--- config.mk ---
export PLATFORM = sky130hd
export DESIGN_NAME = spi_port
export DESIGN_NICKNAME = d
export VERILOG_FILES = /design/src/rtl/spi_port_pkg.sv /design/src/rtl/spi_rate_div.sv /design/src/rtl/spi_in_sync.sv /design/src/rtl/spi_shift_core.sv /design/src/rtl/spi_port.sv
export SDC_FILE = /design/constraint.sdc
export NUM_CORES = 1
export LEC_CHECK = 0
export ABC_CLOCK_PERIOD_IN_PS = 2700
export BUFFER_PORTS_ARGS = -buffer_cell sky130_fd_sc_hd__clkbuf_2
export CAP_MARGIN = 5
export CORE_MARGIN = 2
export CORE_UTILIZATION = 35
export CTS_CLUSTER_DIAMETER = 200
export DETAILED_ROUTE_END_ITERATION = 6
export MAX_ROUTING_LAYER = met4
export PLACE_DENSITY = 0.59
export SLEW_MARGIN = 20
export SYNTH_ARGS = -nofsm -noshare
export SYNTH_HDL_FRONTEND = slang
export SYNTH_SLANG_ARGS = --single-unit
--- constraint.sdc ---
create_clock -name clk -period 2.7 [get_ports clk]
set_input_delay 0.27 -clock clk [delete_from_list [all_inputs] [get_ports clk]]
set_output_delay 0.27 -clock clk [all_outputs]
set_load 0.1 [all_outputs]
--- src/rtl/spi_port_pkg.sv ---
// Package: shared constants and the rate table for the serial port.
// Assumes an 8-bit data path and a two-bit rate code.
package spi_port_pkg;

    localparam int DATA_W    = 8;
    localparam int ADDR_W    = 2;
    localparam int DIV_CNT_W = 7;

    localparam logic [ADDR_W-1:0] A_DATA   = 2'd0;
    localparam logic [ADDR_W-1:0] A_CTRL   = 2'd1;
    localparam logic [ADDR_W-1:0] A_STATUS = 2'd2;

    // Bus clocks per serial clock half-period, minus one.
    function automatic logic [DIV_CNT_W-1:0] half_minus_one(input logic [1:0] code);
        logic [DIV_CNT_W-1:0] v;
        case (code)
            2'd0:    v = 7'd0;
            2'd1:    v = 7'd3;
            2'd2:    v = 7'd15;
            default: v = 7'd63;
        endcase
        return v;
    endfunction

endpackage

--- src/rtl/spi_rate_div.sv ---
// Module: half-period tick generator for the master serial clock.
// Assumes run is held high for a whole byte; the count restarts when run drops.
module spi_rate_div
    import spi_port_pkg::*;
(
    input  logic       clk,
    input  logic       rst_n,
    input  logic       run,
    input  logic [1:0] rate,
    output logic       tick
);

    logic [DIV_CNT_W-1:0] cnt_q;
    logic [DIV_CNT_W-1:0] limit;

    assign limit = half_minus_one(rate);
    assign tick  = run && (cnt_q >= limit);

    // Count bus clocks within one half-period.
    always_ff @(posedge clk) begin
        if (!rst_n || !run) begin
            cnt_q <= '0;
        end else if (cnt_q >= limit) begin
            cnt_q <= '0;
        end else begin
            cnt_q <= cnt_q + 1'b1;
        end
    end

    // Two ticks in a row occur only at the fastest rate.
    p_tick_gap_r2: assert property (@(posedge clk) disable iff (!rst_n)
        (tick && run && rate != 2'b00) |=> (!tick || !$stable(rate)));

endmodule

--- src/rtl/spi_in_sync.sv ---
// Module: multi-flop synchronizer for one asynchronous input.
// Gives the synced level and a one-cycle delayed copy, so edges can be found.
module spi_in_sync #(
    parameter int   STAGES  = 2,
    parameter logic RST_VAL = 1'b0
) (
    input  logic clk,
    input  logic rst_n,
    input  logic d_in,
    output logic q,
    output logic q_d
);

    logic [STAGES-1:0] pipe_q;
    logic              last_q;

    // Move the input through the flop chain and keep the previous level.
    always_ff @(posedge clk) begin
        if (!rst_n) begin
            pipe_q <= {STAGES{RST_VAL}};
            last_q <= RST_VAL;
        end else begin
            pipe_q <= {pipe_q[STAGES-2:0], d_in};
            last_q <= pipe_q[STAGES-1];
        end
    end

    assign q   = pipe_q[STAGES-1];
    assign q_d = last_q;

endmodule

--- src/rtl/spi_shift_core.sv ---
// Module: shared shift engine for both roles. MSB goes out first.
// rise samples the input bit and fall shifts it in. load has priority over fall.
// Data storage is not reset, on purpose.
module spi_shift_core #(
    parameter int W = 8
) (
    input  logic         clk,
    input  logic         rst_n,
    input  logic         load,
    input  logic [W-1:0] load_data,
    input  logic         clr,
    input  logic         rise,
    input  logic         fall,
    input  logic         sin,
    output logic         sout,
    output logic         done,
    output logic         mid_byte,
    output logic [W-1:0] rx_byte
);

    localparam int CW = $clog2(W);
    localparam logic [CW-1:0] LAST = CW'(W - 1);

    logic [W-1:0]  sh_q;
    logic          smp_q;
    logic [CW-1:0] cnt_q;

    // Shift register and sampled input bit (data path, no reset).
    always_ff @(posedge clk) begin
        if (load) begin
            sh_q <= load_data;
        end else if (fall) begin
            sh_q <= {sh_q[W-2:0], smp_q};
        end
        if (rise) begin
            smp_q <= sin;
        end
    end

    // Count the bits completed within the current byte.
    always_ff @(posedge clk) begin
        if (!rst_n || clr || load) begin
            cnt_q <= '0;
        end else if (fall) begin
            cnt_q <= (cnt_q == LAST) ? '0 : cnt_q + 1'b1;
        end
    end

    assign sout     = sh_q[W-1];
    assign done     = fall && (cnt_q == LAST);
    assign mid_byte = (cnt_q != '0);
    assign rx_byte  = {sh_q[W-2:0], smp_q};

    // After a byte ends, the next byte starts counting from zero.
    p_wrap_after_done_r3: assert property (@(posedge clk) disable iff (!rst_n)
        done |=> !mid_byte);

endmodule

--- src/rtl/spi_port.sv ---
// Module: top of the serial port. It holds the register file, the master
// clock engine, the slave edge path and the fault detection.
// Assumes bus_rdata is sampled combinationally while bus_addr is stable.
module spi_port
    import spi_port_pkg::*;
#(
    parameter int SYNC_STAGES = 2
) (
    input  logic              clk,
    input  logic              rst_n,
    input  logic [ADDR_W-1:0] bus_addr,
    input  logic              bus_wr,
    input  logic              bus_rd,
    input  logic [DATA_W-1:0] bus_wdata,
    output logic [DATA_W-1:0] bus_rdata,
    output logic              sck_o,
    output logic              sck_oe,
    input  logic              sck_i,
    input  logic              ss_n_i,
    output logic              sdo,
    input  logic              sdi
);

    // Control and status state.
    logic              en_q, master_q, mfen_q;
    logic [1:0]        rate_q;
    logic              rx_full_q, tx_empty_q, fault_q;
    logic [DATA_W-1:0] tx_buf_q, rx_buf_q;

    // Engine state.
    logic busy_q, sck_q, tick;
    logic sck_s, sck_s_d, ss_s, ss_s_d;
    logic core_load, core_clr, core_rise, core_fall;
    logic core_done, core_mid;
    logic [DATA_W-1:0] core_rx;

    logic wr_data, wr_ctrl, wr_stat, rd_data;
    logic m_active, s_active, s_sel, m_start, m_rise, m_fall;
    logic s_rise, s_fall, ss_rise, ss_fall, s_load;
    logic m_fault, s_fault;

    assign wr_data = bus_wr && (bus_addr == A_DATA);
    assign wr_ctrl = bus_wr && (bus_addr == A_CTRL);
    assign wr_stat = bus_wr && (bus_addr == A_STATUS);
    assign rd_data = bus_rd && (bus_addr == A_DATA);

    assign m_active = en_q && master_q;
    assign s_active = en_q && !master_q;

    spi_rate_div u_div (
        .clk  (clk),
        .rst_n(rst_n),
        .run  (busy_q),
        .rate (rate_q),
        .tick (tick)
    );

    spi_in_sync #(.STAGES(SYNC_STAGES), .RST_VAL(1'b0)) u_sck_sync (
        .clk  (clk),
        .rst_n(rst_n),
        .d_in (sck_i),
        .q    (sck_s),
        .q_d  (sck_s_d)
    );

    spi_in_sync #(.STAGES(SYNC_STAGES), .RST_VAL(1'b1)) u_ss_sync (
        .clk  (clk),
        .rst_n(rst_n),
        .d_in (ss_n_i),
        .q    (ss_s),
        .q_d  (ss_s_d)
    );

    // Master side: start condition and edges that follow the divider ticks.
    assign m_start = m_active && !busy_q && !tx_empty_q;
    assign m_rise  = busy_q && tick && !sck_q;
    assign m_fall  = busy_q && tick && sck_q;

    // Slave side: edges count only while select is low.
    assign s_sel   = s_active && !ss_s;
    assign s_rise  = s_sel && sck_s && !sck_s_d;
    assign s_fall  = s_sel && !sck_s && sck_s_d;
    assign ss_fall = !ss_s && ss_s_d;
    assign ss_rise = ss_s && !ss_s_d;
    assign s_load  = s_active && (ss_fall || core_done);

    // Fault sources.
    assign m_fault = m_active && mfen_q && !ss_s;
    assign s_fault = s_active && mfen_q && ss_rise && core_mid;

    assign core_load = m_start || s_load;
    assign core_clr  = en_q ? (!master_q && ss_s) : 1'b1;
    assign core_rise = master_q ? m_rise : s_rise;
    assign core_fall = master_q ? m_fall : s_fall;

    spi_shift_core #(.W(DATA_W)) u_core (
        .clk      (clk),
        .rst_n    (rst_n),
        .load     (core_load),
        .load_data(tx_buf_q),
        .clr      (core_clr),
        .rise     (core_rise),
        .fall     (core_fall),
        .sin      (sdi),
        .sout     (sdo),
        .done     (core_done),
        .mid_byte (core_mid),
        .rx_byte  (core_rx)
    );

    // Master clock engine: busy flag and serial clock phase.
    always_ff @(posedge clk) begin
        if (!rst_n || m_fault || !m_active) begin
            busy_q <= 1'b0;
            sck_q  <= 1'b0;
        end else if (m_start) begin
            busy_q <= 1'b1;
            sck_q  <= 1'b0;
        end else if (busy_q && tick) begin
            sck_q <= !sck_q;
            if (core_done) begin
                busy_q <= 1'b0;
            end
        end
    end

    // Control register; a master fault overrides a bus write.
    always_ff @(posedge clk) begin
        if (!rst_n) begin
            en_q     <= 1'b0;
            master_q <= 1'b0;
            mfen_q   <= 1'b0;
            rate_q   <= 2'b00;
        end else begin
            if (wr_ctrl) begin
                en_q     <= bus_wdata[4];
                master_q <= bus_wdata[3];
                mfen_q   <= bus_wdata[2];
                rate_q   <= bus_wdata[1:0];
            end
            if (m_fault) begin
                en_q     <= 1'b0;
                master_q <= 1'b0;
            end
        end
    end

    // Status flags.
    always_ff @(posedge clk) begin
        if (!rst_n) begin
            rx_full_q  <= 1'b0;
            tx_empty_q <= 1'b1;
            fault_q    <= 1'b0;
        end else begin
            if (core_done) begin
                rx_full_q <= 1'b1;
            end else if (rd_data) begin
                rx_full_q <= 1'b0;
            end
            if (wr_data) begin
                tx_empty_q <= 1'b0;
            end else if (core_load) begin
                tx_empty_q <= 1'b1;
            end
            if (m_fault || s_fault) begin
                fault_q <= 1'b1;
            end else if (wr_stat && bus_wdata[2]) begin
                fault_q <= 1'b0;
            end
        end
    end

    // Data bytes: these keep their contents through reset.
    always_ff @(posedge clk) begin
        if (wr_data) begin
            tx_buf_q <= bus_wdata;
        end
        if (core_done) begin
            rx_buf_q <= core_rx;
        end
    end

    // Read multiplexer.
    always_comb begin
        case (bus_addr)
            A_DATA:   bus_rdata = rx_buf_q;
            A_CTRL:   bus_rdata = {3'b000, en_q, master_q, mfen_q, rate_q};
            A_STATUS: bus_rdata = {5'b00000, fault_q, tx_empty_q, rx_full_q};
            default:  bus_rdata = '0;
        endcase
    end

    assign sck_o  = sck_q;
    assign sck_oe = m_active;

    p_fault_demotes_r7: assert property (@(posedge clk) disable iff (!rst_n)
        ($rose(fault_q) && $past(master_q)) |-> (!en_q && !master_q));

    p_fault_needs_enable_r11: assert property (@(posedge clk) disable iff (!rst_n)
        $rose(fault_q) |-> $past(mfen_q));

    p_rx_full_after_byte_r5: assert property (@(posedge clk) disable iff (!rst_n)
        core_done |=> rx_full_q);

    p_tx_empty_on_load_r5: assert property (@(posedge clk) disable iff (!rst_n)
        (core_load && !wr_data) |=> tx_empty_q);

    p_sck_idle_low_r3: assert property (@(posedge clk) disable iff (!rst_n)
        !m_active |=> !sck_o);

endmodule

* Yosys cells after proc, flatten, opt, wreduce, memory -nomap -nowiden
Cells that the tools add are included.
Word-level totals: register bits after elaboration 51, logic and storage cells 104, bits of input ports 17, output and inout port bits 11
Operators by class: equality and inequality tests 5, $lt $le $gt $ge 1, bitwise gates (word level) 1, muxes and demuxes 17, $add $sub $neg 2, reductions and logical operators 59
Operators by type and width (number):
- logical AND 1 bit | 28
- case mux 8 bit (3 select lines) | 1
- case mux 6 bit (3 select lines) | 1
- two-way mux 8 bit | 2
- two-way mux 1 bit | 12
- nonzero test 2 bit | 6
- zero test 1 bit | 10
- logical OR 1 bit | 8
- adder 7 x 1 -> 7 bit (second input constant) | 1
- >= comparator 7 x 6 -> 1 bit | 1
- OR reduction 2 bit | 3
- equality test 2 x 1 -> 1 bit (second input constant) | 2
- equality test 2 bit (second input constant) | 2
- zero test 2 bit | 2
- adder 3 x 1 -> 3 bit (second input constant) | 1
- equality test 3 bit (second input constant) | 1
- two-way mux 3 bit | 1
- nonzero test 3 bit | 1
- AND reduction 2 bit | 1
- NOT 1 bit | 1

* Logic depth before layout (Yosys ltp)
Gate-level depths: netlist of run 1.
depth in word-level cells 13, gate-level depth with buffers 8, mapped depth without buffers 8

* Hierarchy
Synthesis of run 1 repeated with hierarchy kept, for this count alone.
Unflattened totals: cells, all modules 193, area total of the unflattened synthesis 2298.5 µm²
By module, submodules not included:
- spi_port | sequential area each 680.7 µm², instances 1, cells an instance 99, area each 1157.4 µm²
- spi_shift_core | sequential area each 330.3 µm², instances 1, cells an instance 38, area each 565.5 µm²
- spi_rate_div | sequential area each 140.1 µm², instances 1, cells an instance 44, area each 417.9 µm²
- spi_in_sync | sequential area each 60.1 µm², instances 2, cells an instance 6, area each 78.8 µm²

* Worst setup path before layout of run 1
OpenSTA, ideal clock, no wires.
path type input port to output port, start point input port bus_addr[0], end point output port bus_rdata[0], data arrival time 2.807 ns, buffers on the path 1, cell stages on the path 3, data required time 2.430 ns, setup slack -0.377 ns, path through clkbuf_1 -> mux2i_1 -> o21ai_0
Between the ends: word-level cells in the longest chain between the ends 2, elaborated cells between the ends (all ways) 4, those cells by class 2 x eq/ne; 1 x mux; 1 x reduce/logical
Ends and longest elaborated chain:
- start: declaration | line spi_port.sv:11 | input logic [ADDR_W-1:0] bus_addr,
- equality test 2 bit (tied with other cells) | line spi_port.sv:185 | case (bus_addr)
- case mux 8 bit (3 select lines) * | line spi_port.sv:185
- end: declaration | line spi_port.sv:15 | output logic [DATA_W-1:0] bus_rdata,
Every way passes the cells marked *; elsewhere a longest branch is shown, timed or not.

* Final worst setup path of run 1
start point register rate_q[1], end point register u_core.sh_q[1] (enable)
Between the ends: word-level cells in the longest chain between the ends 12, elaborated cells between the ends (all ways) 14, those cells by class 1 x order compare; 2 x eq/ne; 2 x mux; 9 x reduce/logical
Ends and longest elaborated chain:
- start: declaration | line spi_port.sv:26 | logic [1:0] rate_q;
- start signal: assignment | line spi_port.sv:139 | rate_q <= bus_wdata[1:0];
- equality test 2 bit (tied with other cells) | line spi_port_pkg.sv:16 | case (code)
- case mux 6 bit (3 select lines) * | line spi_port_pkg.sv:16
- >= comparator 7 x 6 -> 1 bit * | line spi_rate_div.sv:17 | assign tick = run && (cnt_q >= limit);
- logical AND 1 bit * | line spi_rate_div.sv:17
- logical AND 1 bit * (2 in a row) | line spi_port.sv:77 | assign m_fall = busy_q && tick && sck_q;
- two-way mux 1 bit * | line spi_port.sv:94 | assign core_fall = master_q ? m_fall : s_fall;
- logical AND 1 bit | line spi_shift_core.sv:50 | assign done = fall && (cnt_q == LAST);
- logical OR 1 bit | line spi_port.sv:85 | assign s_load = s_active && (ss_fall || core_done);
- logical AND 1 bit | line spi_port.sv:85
- logical OR 1 bit | line spi_port.sv:91 | assign core_load = m_start || s_load;
- nonzero test 2 bit (no line) *
- end signal: assignment | line spi_shift_core.sv:31 | sh_q <= load_data;
- end signal: assignment | line spi_shift_core.sv:33 | sh_q <= {sh_q[W-2:0], smp_q};
- end: declaration | line spi_shift_core.sv:24 | logic [W-1:0] sh_q;
Marks and branches as above. A chain may end at the register's enable or synchronous reset.

==> results of run 1 <==
-- metal layers --
layer	routed length (um)	up-vias
li1	-	767
met1	2372	687
met2	1925	28
met3	135	4
met4	36	0
met5	0	-
-- stage by stage --
| stage | setup slack (ns) | instance area, um2 | total power [mW] |
|---|---|---|---|
| after global routing | 0.1981 | 2616 | 1.414 |
| final | 0.3557 | 2616 | 1.358 |
| after CTS | 0.3510 | 2616 | 1.372 |
| after floorplan | 0.3748 | 2308 | 0.9153 |
| after detailed placement | 0.3689 | 2531 | 0.9470 |
| after global placement | 0.4305 | 2531 | 0.9456 |
-- worst max-delay path by stage --
| stage | endpoint | cells past startpoint |
|---|---|---|
| after floorplan | bus_rdata[0] | 3 |
| after detailed placement | u_core.sh_q[6]$_DFFE_PP_ | 6 |
| final | u_core.sh_q[1]$_DFFE_PP_ | 6 |
| after CTS | u_core.sh_q[1]$_DFFE_PP_ | 6 |
| after global routing | rx_buf_q[0]$_DFFE_PP_ | 7 |
| after global placement | u_core.sh_q[6]$_DFFE_PP_ | 6 |
-- kinds of logic (layout without fill, tap and decap cells) --
kind of cell	after synthesis	after routing	share of synthesized area
AO/OA/AOI/OAI	29	29	0.08672
XOR/XNOR	6	6	0.02276
adder cells (fa/ha/maj)	10	10	0.05420
buffers and inverters	13	46	0.02493
flip-flops	51	51	0.5507
multiplexers	18	18	0.09214
AND/OR/NAND/NOR	69	69	0.1686
-- layout by cell type (no fill, tap or decap), types with 2 or more instances in the layout --
cell	synthesis	final
a21o_1	3	3
a31oi_1	2	2
and2_1	8	8
and3_1	4	4
buf_4	0	2
clkbuf_2	0	27
clkbuf_8	0	5
dfxtp_1	26	26
edfxtp_1	25	25
ha_1	10	10
inv_1	8	8
mux2_1	2	2
mux2_4	6	6
mux2i_1	10	10
nand2_1	11	11
nand2b_1	7	7
nand3_1	7	7
nor2_1	15	15
nor2b_1	6	6
nor4_1	2	2
o211ai_1	2	2
o21ai_0	5	2
o21ai_1	6	9
o31ai_1	2	2
xnor2_1	4	4
xor2_1	2	2
-- worst register-to-register path, stage by stage, from the launching register on --
cell and delay [ns]:
dfxtp_1 0.35, or2_2 0.31, ha_1 0.27, nand2b_1 0.14, a31oi_1 0.26, o31ai_1 0.17
or3_1 0.54
-- Yosys cell counts (2+ instances only) --
master / number
nand2b_1: 7
a31oi_1: 2
and2_1: 8
a21o_1: 3
nand3_1: 7
mux2_1: 2
o21ai_1: 6
and3_1: 4
clkbuf_1: 2
xnor2_1: 4
ha_1: 10
nor2_1: 15
o31ai_1: 2
edfxtp_1: 25
nor2b_1: 6
dfxtp_1: 26
mux2i_1: 10
mux2_4: 6
xor2_1: 2
o211ai_1: 2
nand2_1: 11
o21ai_0: 5
nor4_1: 2
inv_1: 8
-- registers in the layout, indices dropped and copies added, names as in the netlist, 2 cells and up --
signal	count
u_ss_sync.pipe_q	2
u_div.cnt_q	7
u_core.sh_q	8
rx_buf_q	8
tx_buf_q	8
u_sck_sync.pipe_q	2
u_core.cnt_q	3
rate_q	2
-- power by group through the flow --
stage               Clock [mW]  Combinational, mW  Sequential (mW)
detailed placement           0             0.0992            0.848
CTS                      0.443             0.0993            0.830
global route             0.477              0.105            0.832
global placement             0             0.0983            0.847
finish                   0.429             0.0987            0.830
floorplan                    0             0.0716            0.844
-- final cells by class --
class                           instances  area [um2]  share of cell area
Sequential cell                        51        1271              0.4859
Multi-Input combinational cell        132       979.7              0.3745
Timing Repair Buffer                   29       150.1             0.05739
Tap cell                               77       96.34             0.03682
Clock buffer                            6       72.57             0.02774
Inverter                                9       33.78             0.01291
Clock inverter                          2       12.51            0.004782
==> impl_metrics.json, run 1 <==
{
  "slowest_stage": "or3_1",
  "firstDrtPassIters": 4,
  "place_inst": 298,
  "post-route-util": 0.4120,
  "fp.dieH_um": 85.22,
  "ys_seq_elements": 51,
  "grt_pass1_vias": 1437,
  "slowest_delay_ns": 0.54,
  "met3_usage": 0.03113,
  "reg2reg_depth": 6,
  "hold_path.class": "primary input to flop",
  "detail_route.vias_per_cell": 4.856,
  "fin_nets": 255,
  "synthesis.area_mm2": 0.002308,
  "wl_per_cell_um": 14.60,
  "grt_pass1_wl_um": 7245,
  "switching_power_mw": 0.3264,
  "cts_root_buffer": "clkbuf_8",
  "path_buf_inv": 0,
  "maxClockFrequency_mhz": 426.6,
  "min_to": "tx_buf_q[7]$_DFFE_PP_",
  "synth_top_area_cell": "edfxtp_1",
  "hold_slack_ns": 0.1369,
  "rows": 29,
  "ios": 28,
  "synthFlopType": "dfxtp_1",
  "power_density_mw_per_mm2": 518.9,
  "dieArea_mm2": 0.007262,
  "tightest_slew_ns": 0.5486,
  "holdBufCountCts": 0,
  "cp.required_ns": 2.71,
  "htreeDepth": 2,
  "vias": 1486,
  "worstPathMaxFanout": 8,
  "synth_top_area_frac": 0.3252,
  "drv_cap": 0,
  "sw_frac_of_total": 0.2404,
  "cts_buffer_depth": 2,
  "drc_errors": 0,
  "antenna_found_initial": 0,
  "portBuffers": 27,
  "cp-startpoint": "rate_q[1]$_SDFFE_PN0P_",
  "worstHoldPathCells": 1,
  "clk_latency_ns": 0.30,
  "grt_max_degree": 18,
  "finClkSkew_ns": 0.006743,
  "sequentialPowerShare": 0.611,
  "finalHoldViolations": 0,
  "die-width_um": 85.22,
  "async_flop_share": 0,
  "wl_um": 4469,
  "synth.area.top_cells": "edfxtp_1 (33%), dfxtp_1 (23%), ha_1 (5.4%)",
  "place_congestion": 0.8110,
  "fin_tns_setup_ns": 0,
  "p_int_mw": 1.031,
  "clkPwrFrac": 0.316,
  "period_needed_ns": 2.344,
  "n_fill_cell": 619,
  "post-route-period-util": 0.8683,
  "coreArea_mm2": 0.006350,
  "grt_usage": 0.1339,
  "cts_tree": "yes",
  "cts_resized": 0,
  "max-vdd-ir-drop_mv": 0.2703,
  "synth-seq-area-share": 0.5507,
  "synth-edff-count": 25,
  "grtUsageMet2": 0.1889,
  "combPwrFrac": 0.073,
  "overflow": 0,
  "setup_violations": 0,
  "rsz0062_at_grt": "false",
  "drive_above_1_share": 0.2140,
  "fin_cells": 306,
  "slew_violations": 0,
  "outcome": "complete, no violations",
  "drtAntennaViolNets": 0,
  "cts_setup_buffers": 0,
  "reg2reg_to": "u_core.sh_q[1]$_DFFE_PP_",
  "rrSetupSlack_ns": 0.36,
  "initial_core_util": 0.3635,
  "ys_types": 45,
  "leakage_nw": 1.070,
  "worst_ep_arrival_time_ns": 2.36,
  "met1_usage": 0.1880,
  "crit_type": "flop to flop",
  "drtIter0Drc": 83,
  "numCtsBuffers": 5,
  "hold_start": "bus_wdata[7]",
  "synth_warnings": 0,
  "cp_cell_sequence": "or2_2, ha_1, nand2b_1, a31oi_1, o31ai_1, or3_1",
  "clk_pin_slew_ns": 0.09,
  "antenna_cells": 0,
  "cts.sinks": 51,
  "start_kind": "flop",
  "synth_nets": 223,
  "syn2layout_area_growth_pct": 13.33,
  "r2r_start": "rate_q[1]$_SDFFE_PN0P_",
  "synthCells": 196,
  "hpwl_um": 3344,
  "syn_avg_cell_area_um2": 11.78,
  "grt.busiest_layer": "met2",
  "crit_family": "simple AND/OR/NAND/NOR gates",
  "worst_setup_path_end_kind": "flop",
  "slew_headroom": 0.6358
}
Note: power is estimated with default switching activity, not from simulation.
==> run 2: changes to the inputs <==
--- a/config.mk
+++ b/config.mk
@@ -8,12 +8,14 @@
 export ABC_CLOCK_PERIOD_IN_PS = 2700
 export BUFFER_PORTS_ARGS = -buffer_cell sky130_fd_sc_hd__clkbuf_2
 export CAP_MARGIN = 5
+export CELL_PAD_IN_SITES_DETAIL_PLACEMENT = 1
+export CELL_PAD_IN_SITES_GLOBAL_PLACEMENT = 1
 export CORE_MARGIN = 2
 export CORE_UTILIZATION = 35
 export CTS_CLUSTER_DIAMETER = 200
 export DETAILED_ROUTE_END_ITERATION = 6
 export MAX_ROUTING_LAYER = met4
-export PLACE_DENSITY = 0.59
+export PLACE_DENSITY = 0.69
 export SLEW_MARGIN = 20
 export SYNTH_ARGS = -nofsm -noshare
 export SYNTH_HDL_FRONTEND = slang
==> run 2 against run 1 <==
  * Core utilization increased by 0.079 points
  * Maximum frequency down 2.1%
  * Via count grew 4.1%
  * Global-route usage rose by 1.8 points
  * Hold slack got worse by 0.014 ns
  * Die area did not move
  * Largest cell class unchanged
==> impl_metrics.json, run 2 (synthesis results as in run 1) <==
{
  "finClkSkew_ns": 0.006827,
  "die-width_um": 85.22,
  "wl_per_cell_um": 15.92,
  "holdBufCountCts": 0,
  "clk_pin_slew_ns": 0.10,
  "syn2layout_area_growth_pct": 13.55,
  "initial_core_util": 0.3635,
  "drv_cap": 0,
  "slowest_delay_ns": 0.54,
  "power_density_mw_per_mm2": 528.0,
  "overflow": 0,
  "dieArea_mm2": 0.007262,
  "antenna_found_initial": 0,
  "hold_slack_ns": 0.1230,
  "cts_buffer_depth": 2,
  "post-route-period-util": 0.8870,
  "cts_resized": 0,
  "setup_violations": 0,
  "grt_max_degree": 18,
  "ios": 28,
  "cts_root_buffer": "clkbuf_8",
  "wl_um": 4872,
  "rows": 29,
  "firstDrtPassIters": 4,
  "hold_path.class": "primary input to flop",
  "path_buf_inv": 0,
  "grt_pass1_wl_um": 8245,
  "worstPathMaxFanout": 8,
  "finalHoldViolations": 0,
  "leakage_nw": 1.078,
  "worst_setup_path_end_kind": "flop",
  "antenna_cells": 0,
  "rsz0062_at_grt": "false",
  "htreeDepth": 2,
  "fin_ws_ns": 0.3051,
  "drc_errors": 0,
  "numCtsBuffers": 5,
  "start_kind": "flop",
  "worst_ep_arrival_time_ns": 2.42,
  "tightest_slew_ns": 0.5505,
  "cts.sinks": 51,
  "post-place-ws_ns": 0.3083,
  "fin_tns_setup_ns": 0,
  "place_congestion": 0.8153,
  "clk_latency_ns": 0.32,
  "drtIter0Drc": 119,
  "portBuffers": 27,
  "slew_headroom": 0.6346,
  "fp.dieH_um": 85.22,
  "max-vdd-ir-drop_mv": 0.1941,
  "grt_usage": 0.1523,
  "coreArea_mm2": 0.006350,
  "cp_cell_sequence": "or2_2, ha_1, nand2b_1, a31oi_1, o31ai_1, or3_1",
  "fin_nets": 255,
  "cts_tree": "yes",
  "outcome": "complete, no violations",
  "final_cell_mix": "clkbuf_2 (27), dfxtp_1 (26), edfxtp_1 (25)",
  "slew_violations": 0,
  "crit_type": "flop to flop",
  "hpwl_um": 3772,
  "cp.required_ns": 2.73,
  "slowest_stage": "or3_1",
  "grt_pass1_vias": 1572,
  "drtAntennaViolNets": 0,
  "vias": 1547,
  "crit_family": "simple AND/OR/NAND/NOR gates",
  "place_inst": 298,
  "final_common_cell": "clkbuf_2",
  "drive_above_1_share": 0.2140,
  "fin_cells": 306,
  "period_needed_ns": 2.395,
  "cts_setup_buffers": 0,
  "post-route-util": 0.4128,
  "reg_top3": "rx_buf_q: 8 flops, tx_buf_q: 8 flops, u_core.sh_q: 8 flops",
  "maxClockFrequency_mhz": 417.6,
  "detail_route.vias_per_cell": 5.056
}
-- run 2: cell count changes in the layout (fill, tap and decap cells not counted), sizes merged --
cell      delta
clkinv       +2
clkinvlp     -2
-- run 2: final timing paths --
check                                       from                              to  slack (ns)  cells past startpoint
setup reg to reg          rate_q[1]$_SDFFE_PN0P_        u_core.sh_q[0]$_DFFE_PP_        0.31                      6
hold / removal                               sdi          u_core.smp_q$_DFFE_PP_        0.12                      1
setup / recovery          rate_q[1]$_SDFFE_PN0P_        u_core.sh_q[0]$_DFFE_PP_        0.31                      6
hold reg to reg   u_ss_sync.pipe_q[0]$_SDFF_PN1_  u_ss_sync.pipe_q[1]$_SDFF_PN1_        0.42                      1
-- run 2: layout make-up --
class	count	area, um2
Multi-Input combinational cell	132	979.7
Clock buffer	6	72.57
Fill cell	703	3729
Sequential cell	51	1271
Inverter	9	33.78
Timing Repair Buffer	29	150.1
Tap cell	77	96.34
Clock inverter	2	17.52
-- run 2: through the flow --
| stage | power [mW] | area [um2] |
|---|---|---|
| final | 1.384 | 2621 |
| after global routing | 1.436 | 2621 |
| after floorplan | 0.9153 | 2308 |
| after detailed placement | 0.9479 | 2531 |
| after global placement | 0.9463 | 2531 |
| after CTS | 1.397 | 2621 |
-- run 2: power breakdown --
| group | total, mW | internal [mW] | switching, mW |
|---|---|---|---|
| Clock | 0.454 | 0.187 | 0.268 |
| Sequential | 0.830 | 0.820 | 0.0106 |
| Combinational | 0.0990 | 0.0305 | 0.0685 |
| Total | 1.38 | 1.04 | 0.347 |
-- run 2: metal layers --
layer,part of all wire,wire (um),track usage,vias up
met5,0,0,-,-
met4,0.020,99,0.06494,0
met3,0.040,196,0.02724,7
met2,0.43,2097,0.2202,30
met1,0.51,2478,0.2100,744
li1,-,-,-,766
